===== config.mk =====
export PLATFORM = sky130hd
export DESIGN_NAME = irle_encoder
export DESIGN_NICKNAME = d
export VERILOG_FILES = /design/src/rtl/irle_pkg.sv /design/src/rtl/irle_tick_gen.sv /design/src/rtl/irle_sampler.sv /design/src/rtl/irle_runlen.sv /design/src/rtl/irle_outreg.sv /design/src/rtl/irle_encoder.sv
export SDC_FILE = /design/constraint.sdc
export NUM_CORES = 1
export LEC_CHECK = 0
export ABC_AREA = 1
export BUFFER_PORTS_ARGS = -buffer_cell sky130_fd_sc_hd__buf_2
export CAP_MARGIN = 25
export CORE_ASPECT_RATIO = 1.1
export CORE_MARGIN = 1
export CORE_UTILIZATION = 45
export CTS_CLUSTER_DIAMETER = 60
export DETAILED_ROUTE_END_ITERATION = 6
export PLACE_DENSITY = 0.71
export SYNTH_ARGS = -nofsm -noshare
export SYNTH_HDL_FRONTEND = slang
export SYNTH_SLANG_ARGS = --single-unit

===== constraint.sdc =====
create_clock -name clk -period 7.64 [get_ports clk]
set_clock_uncertainty 0.05 [all_clocks]
set_input_delay 0 -clock clk [delete_from_list [all_inputs] [get_ports clk]]
set_output_delay 0 -clock clk [all_outputs]
set_load 0.03 [all_outputs]

===== src/rtl/irle_pkg.sv =====
package irle_pkg;
  localparam int CODE_W  = 8;
  localparam int LEN_W   = CODE_W - 1;
  localparam int MAX_RUN = 1 << LEN_W;
  localparam logic LVL_SPACE = 1'b0;
  localparam logic LVL_PULSE = 1'b1;
  typedef logic [CODE_W-1:0] code_t;
endpackage


===== src/rtl/irle_tick_gen.sv =====
module irle_tick_gen #(
  parameter int DIV = 64
) (
  input  logic clk,
  input  logic rst,
  input  logic run,
  output logic tick
);
  localparam int CW = (DIV > 1) ? $clog2(DIV) : 1;
  localparam logic [CW-1:0] LAST = CW'(DIV - 1);

  logic [CW-1:0] cnt;

  always_ff @(posedge clk) begin
    if (rst || !run)      cnt <= '0;
    else if (cnt == LAST) cnt <= '0;
    else                  cnt <= cnt + 1'b1;
  end

  assign tick = run && (cnt == LAST);
endmodule


===== src/rtl/irle_sampler.sv =====
module irle_sampler #(
  parameter int STAGES = 2
) (
  input  logic clk,
  input  logic rst,
  input  logic rx_raw,
  input  logic invert,
  output logic level
);
  logic [STAGES-1:0] sh;

  always_ff @(posedge clk) begin
    if (rst) sh <= '0;
    else     sh <= {sh[STAGES-2:0], rx_raw};
  end

  assign level = sh[STAGES-1] ^ invert;
endmodule


===== src/rtl/irle_runlen.sv =====
module irle_runlen
  import irle_pkg::*;
#(
  parameter int NOISE_W = 6,
  parameter int IDLE_W  = 8
) (
  input  logic               clk,
  input  logic               rst,
  input  logic               run,
  input  logic               tick,
  input  logic               level,
  input  logic [NOISE_W-1:0] noise_thr,
  input  logic [IDLE_W-1:0]  idle_thr,
  output logic               emit,
  output code_t              emit_code,
  output logic               end_pkt
);
  localparam int CNT_W = ((LEN_W > NOISE_W) ? LEN_W : NOISE_W) + 2;
  localparam logic [CNT_W-1:0] RUN_LIM = CNT_W'(MAX_RUN);

  logic               cur_lvl,  n_lvl;
  logic [CNT_W-1:0]   run_cnt,  n_run;
  logic [NOISE_W-1:0] cand_cnt, n_cand;
  logic [IDLE_W-1:0]  idle_cnt, n_idle_cnt;
  logic               idle_q,   n_idle;
  logic [CNT_W-1:0]   sum;

  always_comb begin
    n_lvl      = cur_lvl;
    n_run      = run_cnt;
    n_cand     = cand_cnt;
    n_idle_cnt = idle_cnt;
    n_idle     = idle_q;
    sum        = run_cnt + CNT_W'(cand_cnt) + CNT_W'(1);
    emit       = 1'b0;
    end_pkt    = 1'b0;
    emit_code  = {cur_lvl, LEN_W'(run_cnt - CNT_W'(1))};
    if (tick) begin
      // consecutive space samples, restarted by any active sample
      if (level)                n_idle_cnt = '0;
      else if (idle_cnt != '1)  n_idle_cnt = idle_cnt + 1'b1;

      if (level != cur_lvl) begin
        if (cand_cnt >= noise_thr) begin
          // new level accepted: close the old run
          if (!idle_q && run_cnt != '0) emit = 1'b1;
          n_lvl  = level;
          n_run  = CNT_W'(cand_cnt) + CNT_W'(1);
          n_cand = '0;
          n_idle = 1'b0;
        end else begin
          n_cand = cand_cnt + 1'b1;
        end
      end else begin
        n_cand = '0;
        if (idle_q) begin
          n_run = '0;
        end else begin
          // glitch samples fold back into the current run
          if (sum >= RUN_LIM) begin
            emit      = 1'b1;
            emit_code = {cur_lvl, {LEN_W{1'b1}}};
            n_run     = sum - RUN_LIM;
          end else begin
            n_run = sum;
          end
          if (cur_lvl == LVL_SPACE && n_idle_cnt >= idle_thr) begin
            end_pkt = 1'b1;
            n_idle  = 1'b1;
            n_run   = '0;
          end
        end
      end
    end
  end

  always_ff @(posedge clk) begin
    if (rst || !run) begin
      cur_lvl  <= LVL_SPACE;
      run_cnt  <= '0;
      cand_cnt <= '0;
      idle_cnt <= '0;
      idle_q   <= 1'b1;
    end else begin
      cur_lvl  <= n_lvl;
      run_cnt  <= n_run;
      cand_cnt <= n_cand;
      idle_cnt <= n_idle_cnt;
      idle_q   <= n_idle;
    end
  end
endmodule


===== src/rtl/irle_outreg.sv =====
module irle_outreg
  import irle_pkg::*;
(
  input  logic  clk,
  input  logic  rst,
  input  logic  run,
  input  logic  emit,
  input  code_t emit_code,
  input  logic  end_pkt,
  input  logic  ready,
  output code_t data,
  output logic  valid,
  output logic  pkt_end,
  output logic  ovf
);
  always_ff @(posedge clk) begin
    if (rst || !run) begin
      data    <= '0;
      valid   <= 1'b0;
      pkt_end <= 1'b0;
      ovf     <= 1'b0;
    end else begin
      pkt_end <= end_pkt;
      if (emit) begin
        if (valid && !ready) begin
          ovf <= 1'b1;
        end else begin
          data  <= emit_code;
          valid <= 1'b1;
        end
      end else if (valid && ready) begin
        valid <= 1'b0;
      end
    end
  end
endmodule


===== src/rtl/irle_encoder.sv =====
module irle_encoder
  import irle_pkg::*;
#(
  parameter int DIV     = 64,
  parameter int NOISE_W = 6,
  parameter int IDLE_W  = 8,
  parameter int SYNC_N  = 2
) (
  input  logic               clk,
  input  logic               rst,
  input  logic               glb_en,
  input  logic               rx_en,
  input  logic               rx_raw,
  input  logic               invert,
  input  logic [NOISE_W-1:0] noise_thr,
  input  logic [IDLE_W-1:0]  idle_thr,
  output logic [CODE_W-1:0]  code_data,
  output logic               code_valid,
  input  logic               code_ready,
  output logic               pkt_end,
  output logic               code_ovf
);
  logic  run, tick, level, emit, end_pkt;
  code_t emit_code;

  assign run = glb_en && rx_en;

  irle_tick_gen #(.DIV(DIV)) u_tick (
    .clk(clk), .rst(rst), .run(run), .tick(tick)
  );

  irle_sampler #(.STAGES(SYNC_N)) u_samp (
    .clk(clk), .rst(rst), .rx_raw(rx_raw), .invert(invert), .level(level)
  );

  irle_runlen #(.NOISE_W(NOISE_W), .IDLE_W(IDLE_W)) u_core (
    .clk(clk), .rst(rst), .run(run), .tick(tick), .level(level),
    .noise_thr(noise_thr), .idle_thr(idle_thr),
    .emit(emit), .emit_code(emit_code), .end_pkt(end_pkt)
  );

  irle_outreg u_out (
    .clk(clk), .rst(rst), .run(run), .emit(emit), .emit_code(emit_code),
    .end_pkt(end_pkt), .ready(code_ready), .data(code_data),
    .valid(code_valid), .pkt_end(pkt_end), .ovf(code_ovf)
  );
endmodule


# After elaboration in Yosys (flattened, before gate mapping)
# Cells that the tools add are included.
[classes]
add_sub_neg = 8
n_eq_ne = 5
n_reduce_logical = 19
bitwise = 4
magnitude_cmp = 3
mux = 27
[ops]
columns = ["cell", "count"]
rows = [
  ["$mux W9", 5],
  ["$mux W7", 4],
  ["$mux W8", 3],
  ["$mux W1", 13],
  ["$add A6 B1 Y6 const B", 2],
  ["$mux W6", 2],
  ["$add A9 B1 Y9 const B", 1],
  ["$add A9 B6 Y9", 1],
  ["$ge A9 B8 Y1 const B", 1],
  ["$reduce_bool A9 Y1", 1],
  ["$sub A9 B8 Y9 const B", 1],
  ["$add A8 B1 Y8 const B", 1],
  ["$ge A8 B8 Y1", 1],
  ["$ne A8 B8 Y1 const B", 1],
  ["$reduce_and A2 Y1", 4],
  ["$add A6 B1 Y7 const B", 1],
  ["$sub A7 B1 Y7 const B", 1],
  ["$eq A6 B6 Y1 const B", 1],
  ["$ge A6 B6 Y1", 1],
  ["$logic_and A1 B1 Y1", 6],
  ["$ne A2 B2 Y1 const B", 2],
  ["$reduce_or A4 Y1", 1],
  ["$logic_not A1 Y1", 3],
  ["$not A1 Y1", 3],
  ["6 further kinds", 6],
]
[totals]
inputBits = 21
register_bits = 44
word_cells = 77
output_inout_bits = 11

# Depth between registers and ports, before layout
[depth]
word_depth = 9
mapped_depth = 21
depth_no_buf = 21

# Hierarchy
# Synthesis repeated with hierarchy kept, for this count alone.
[unflattened]
cells_unflattened = 510
area_unflattened_um2 = 3225.6
[modules_own_cells]
columns = ["mod", "instances", "seq_area_each_um2", "area_each_um2", "cells_per_inst"]
rows = [
  ["irle_runlen", 1, 500.5, 2386.0, 399],
  ["irle_outreg", 1, 220.2, 489.2, 66],
  ["irle_tick_gen", 1, 120.1, 269.0, 32],
  ["irle_sampler", 1, 40.0, 73.8, 11],
  ["irle_encoder", 1, 0.0, 7.5, 2],
]

# Worst setup path before layout
# No wires, ideal clock.
[synth_path]
path_kind = "flip-flop to flip-flop"
from = "register u_core.idle_cnt[0]"
to = "register u_core.run_cnt[6]"
setup_slack_ns = 4.982
synth_period_minus_slack_ns = 2.658
setup_ns = 0.070
path_buffers = 0
stages_incl_launch_ff = 21
t_arrival_ns = 2.538
cell_sequence = "dfxtp_1 -> ha_1 -> inv_1 -> nor2_1 -> nand3_1 -> nor3_1 -> nor2_1 -> or3_1 -> inv_1 -> ha_1 -> nand2_1 -> nand3_1 -> nand2_1 -> nand2_1 -> nand2_1 -> nand2_1 -> nand2_1 -> nand2_1 -> nor2_1 -> nand2_1 -> a21oi_1"
[synth_between]
elab_chain_len = 9
word_cells_on_any_way = 10
cone_classes = "add/sub (1); order compare (1); eq/ne (1); mux (6); reduce/logical (1)"
[synth_lines]
columns = ["item", "line", "text"]
rows = [
  ["start, declared", "irle_runlen.sv:24", "logic [IDLE_W-1:0] idle_cnt, n_idle_cnt;"],
  ["start signal, assigned", "irle_runlen.sv:88", "idle_cnt <= n_idle_cnt;"],
  ["$add A8 B1 Y8 / $ne A8 B8 Y1 (equally long branches)", "irle_runlen.sv:41", "else if (idle_cnt != '1) n_idle_cnt = idle_cnt + 1'b1;"],
  ["$mux W8 *", "irle_runlen.sv:41", ""],
  ["$mux W8 *", "irle_runlen.sv:40", "if (level) n_idle_cnt = '0;"],
  ["$mux W8 *", "irle_runlen.sv:38", "if (tick) begin"],
  ["$ge A8 B8 Y1 *", "irle_runlen.sv:67", "if (cur_lvl == LVL_SPACE && n_idle_cnt >= idle_thr) begin"],
  ["$logic_and A1 B1 Y1 *", "irle_runlen.sv:67", ""],
  ["$mux W9 *", "irle_runlen.sv:67", ""],
  ["$mux W9 *", "irle_runlen.sv:56", "if (idle_q) begin"],
  ["$mux W9 *", "irle_runlen.sv:43", "if (level != cur_lvl) begin"],
  ["end signal, assigned", "irle_runlen.sv:86", "run_cnt <= n_run;"],
  ["end, declared", "irle_runlen.sv:22", "logic [CNT_W-1:0] run_cnt, n_run;"],
]
# Every way passes the cells marked *; elsewhere a longest branch is shown, timed or not. The select of a mux whose other input is x is not followed.
# A chain may end at the register's enable or synchronous reset.

# Worst setup path after layout
[layout_path]
from = "register u_core.idle_cnt[3]"
to = "register u_core.run_cnt[1]"
# The elaborated chain is that of the path after synthesis.

==> out/metrics.yaml <==
global_routing:
  grt_pass1_wl_um: 11600
  grt_remaining_overflow: 0
  grt_max_degree: 27
  antenna_found_initial: 0
  track_usage_pct: 20.8
  first_global_vias: 2674
yosys:
  yosys.area.top_type_share_pct: 29.4
  netlist_top_cells_area: "dfxtp_1 (29%), nand2_1 (13%), ha_1 (10%)"
  ys_types: 36
  synth_nets: 496
  ys_dominant_reg_cell: "dfxtp_1"
  synthArstFlopShare_pct: 0
  synth_top_family_by_area: "simple AND/OR/NAND/NOR gates"
  syn_avg_cell_area_sq_um: 6.66
  synthXorXnorAreaFrac_pct: 4.34
  synth_compound_area_share_pct: 12.6
  yosysSeqAreaShare_pct: 29.4
  synth-seq-cells: 44
  synth-edff-count: 0
  yosysTopAreaCell: "dfxtp_1"
  syn_area_sq_um: 3000
  synth_warnings: 0
  synth_simple_gate_area_share_pct: 31.6
  synthAdderAreaFrac_pct: 10.7
  synth_cells: 450
  synthMuxAreaShare_pct: 0
layout:
  final_nets: 533
  antenna_cells: 0
  stdcell_area_sq_um: 3380
  syn2layout_area_growth_pct: 12.8
  drive_gt1_share_pct: 11.7
  finalNonFillerCells: 568
placement:
  place_inst: 556
  placed_area_sq_um: 3220
  hpwl_um: 5130
  io_buffers: 31
  place_congestion: 0.846
  post-place-ws_ps: 4510
timing:
  slew_headroom_pct: 52.8
  hold_viol: 0
  finalCriticalPeriod_ps: 3240
  worst_slew_pin_slew_ps: 701
  finalMaxSlewViolations: 0
  setup_viol: 0
  setup_slack_ps: 4400
  fmax_ghz: 0.309
  post-route-period-util_pct: 42.4
  rsz0062_at_grt: "false"
  tns_ps: 0
  hold_slack_ps: 92.3
die:
  row_count: 30
  fp.dieH_um: 87.6
  die_w_um: 79.8
  core_area_sq_um: 6310
  die_area_sq_um: 6990
  io_pins: 32
  initial_core_util_pct: 47.5
route:
  wire_per_inst_um: 11.6
  ant_nets: 0
  vias: 2846
  drc: 0
  vias_per_cell: 5.01
  first_pass_iters: 5
  routed_wl_um: 6610
  detail_route.iter0.violations: 112
run_status:
  status: "completed"
setup_path:
  end_kind: "flip-flop"
  worstPathRequired_ps: 7820
  criticalPathCategory: "reg2reg"
  reg2regPathDepth: 18
  crit_start: "u_core.idle_cnt[3]$_SDFFE_PP0P_"
  rr_endpoint: "u_core.run_cnt[1]$_SDFFE_PP0P_"
  regToRegStartpoint: "u_core.idle_cnt[3]$_SDFFE_PP0P_"
  startpoint_type: "flip-flop"
  r2r_setup_slack_ps: 4400
  path_max_fanout: 6
  arrival_ps: 3420
  crit_end: "u_core.run_cnt[1]$_SDFFE_PP0P_"
clock_network:
  numCtsBuffers: 5
  clk_path_buf_depth: 2
  cts_tree: "yes"
  root_buffer: "clkbuf_8"
  numClockSinks: 44
  postCtsSetupRepairBufs: 0
  clk-insertion-delay-late_ps: 300
  clk_pin_slew_worst_paths_ps: 90
  h-tree-depth: 2
pwr:
  ir_drop_mv: 0.0874
  leakage_uw: 0.00171
  p_per_area_nw_per_um2: 132
worst_hold_path:
  min_from: "rx_en"
  worstHoldPathType: "in2reg"
run:
  drv_cap: 0
[report_power, final]
part | internal [uW] | leakage [uW] | switching (uW)
logic | 11.1 | 0.00129 | 15.4
clock network | 107 | 0.0000614 | 83.4
registers | 230 | 0.000355 | 0.547
total | 348 | 0.00171 | 99.3
[final cells by class]
| class | count | area, sq um |
|---|---|---|
| clock buffer | 6 | 82.6 |
| clock inverter | 2 | 38.8 |
| fill | 629 | 2920 |
| inverter | 80 | 300 |
| multi-input combinational | 320 | 1780 |
| sequential | 44 | 881 |
| tap | 80 | 100 |
| timing repair buffer | 36 | 203 |
[synthesized netlist by cell type, types with 4 or more instances]
| cell | n |
|---|---|
| nand2_1 | 102 |
| nand4_1 | 12 |
| dfxtp_1 | 44 |
| o21ai_0 | 24 |
| nor2_1 | 48 |
| ha_1 | 24 |
| a21oi_1 | 40 |
| inv_1 | 77 |
| xor2_1 | 6 |
| nand2_4 | 4 |
| nand3_1 | 24 |
| nand2_2 | 4 |
| xnor2_1 | 7 |
| nor3_1 | 5 |
[state kept, by name, summed over array words and instances (netlist names)]
signal	cells
u_out.data	8
u_core.cur_lvl	1
u_core.run_cnt	9
u_core.cand_cnt	6
u_out.ovf	1
u_samp.sh	2
u_tick.cnt	6
u_out.valid	1
u_core.idle_q	1
u_core.idle_cnt	8
u_out.pkt_end	1
[what timing repair did]
action                                 4_1_cts  5_1_grt
resized for setup                            0        0
endpoints found under the hold margin        5        0
hold buffers                                 4        0
[cell usage in the layout (no fill, tap or decap), types with 2 or more instances in the layout]
| master | netlist | routed |
|---|---|---|
| nand2_1 | 102 | 102 |
| xnor2_1 | 7 | 7 |
| a21oi_1 | 40 | 40 |
| o21bai_1 | 2 | 2 |
| dfxtp_1 | 44 | 44 |
| o21a_1 | 2 | 2 |
| inv_1 | 77 | 77 |
| nor3_1 | 5 | 5 |
| nand4_1 | 12 | 12 |
| xor2_1 | 6 | 6 |
| nand3_1 | 24 | 24 |
| nand2_2 | 4 | 4 |
| nor2_1 | 48 | 48 |
| nor2_4 | 2 | 2 |
| inv_2 | 2 | 2 |
| nor4_1 | 2 | 2 |
| clkbuf_8 | 0 | 6 |
| ha_1 | 24 | 24 |
| o21ai_0 | 24 | 24 |
| dlygate4sd3_1 | 0 | 4 |
| a31oi_1 | 2 | 2 |
| buf_2 | 2 | 31 |
| nand2_4 | 4 | 4 |
[logic make-up (layout without fill, tap and decap cells)]
logic type / Yosys count / count (layout)
XOR/XNOR: 14 / 14
adder cells (fa/ha/maj): 25 / 25
AND/OR/NAND/NOR: 209 / 209
flip-flops: 44 / 44
AO/OA/AOI/OAI: 72 / 72
buffers and inverters: 86 / 124
[stage by stage]
stage	power [uW]	util, %
floorplan	251	-
global placement	260	51.1
detailed placement	261	51.1
CTS	450	53.6
global route	462	53.6
finish	447	53.6
[worst max-delay path: stages, from the launching register on]
cell	delay [ps]
dfxtp_1	420
inv_1	80
nor4_1	630
nand3_1	150
nand2_1	90
nand3_1	60
nand2_1	100
inv_1	50
ha_1	280
nand2_1	70
inv_1	30
nor2_1	140
o21a_1	140
nand2_1	50
nand2_1	140
nand2_1	100
nor2_1	310
nand2_1	110
a21oi_1	160
[layer usage]
metal | up-vias | global-route usage [%] | part of all wire (%)
li1 | 1507 | - | -
met1 | 1285 | 24.7 | 46
met5 | - | 0 | 0
met3 | 10 | 4.06 | 2.6
met4 | 0 | 6.49 | 1.4
met2 | 44 | 37.7 | 50
[worst min-delay path by stage]
stage	cells past startpoint	slack, ps	endpoint
after CTS	5	90	u_tick.cnt[4]$_SDFF_PP0_
after floorplan	1	20	u_samp.sh[0]$_SDFF_PP0_
after global routing	5	120	u_tick.cnt[4]$_SDFF_PP0_
after detailed placement	3	160	u_samp.sh[0]$_SDFF_PP0_
after global placement	3	170	u_samp.sh[0]$_SDFF_PP0_
final	5	90	u_tick.cnt[4]$_SDFF_PP0_
Note: power is estimated with default switching activity, not from simulation.
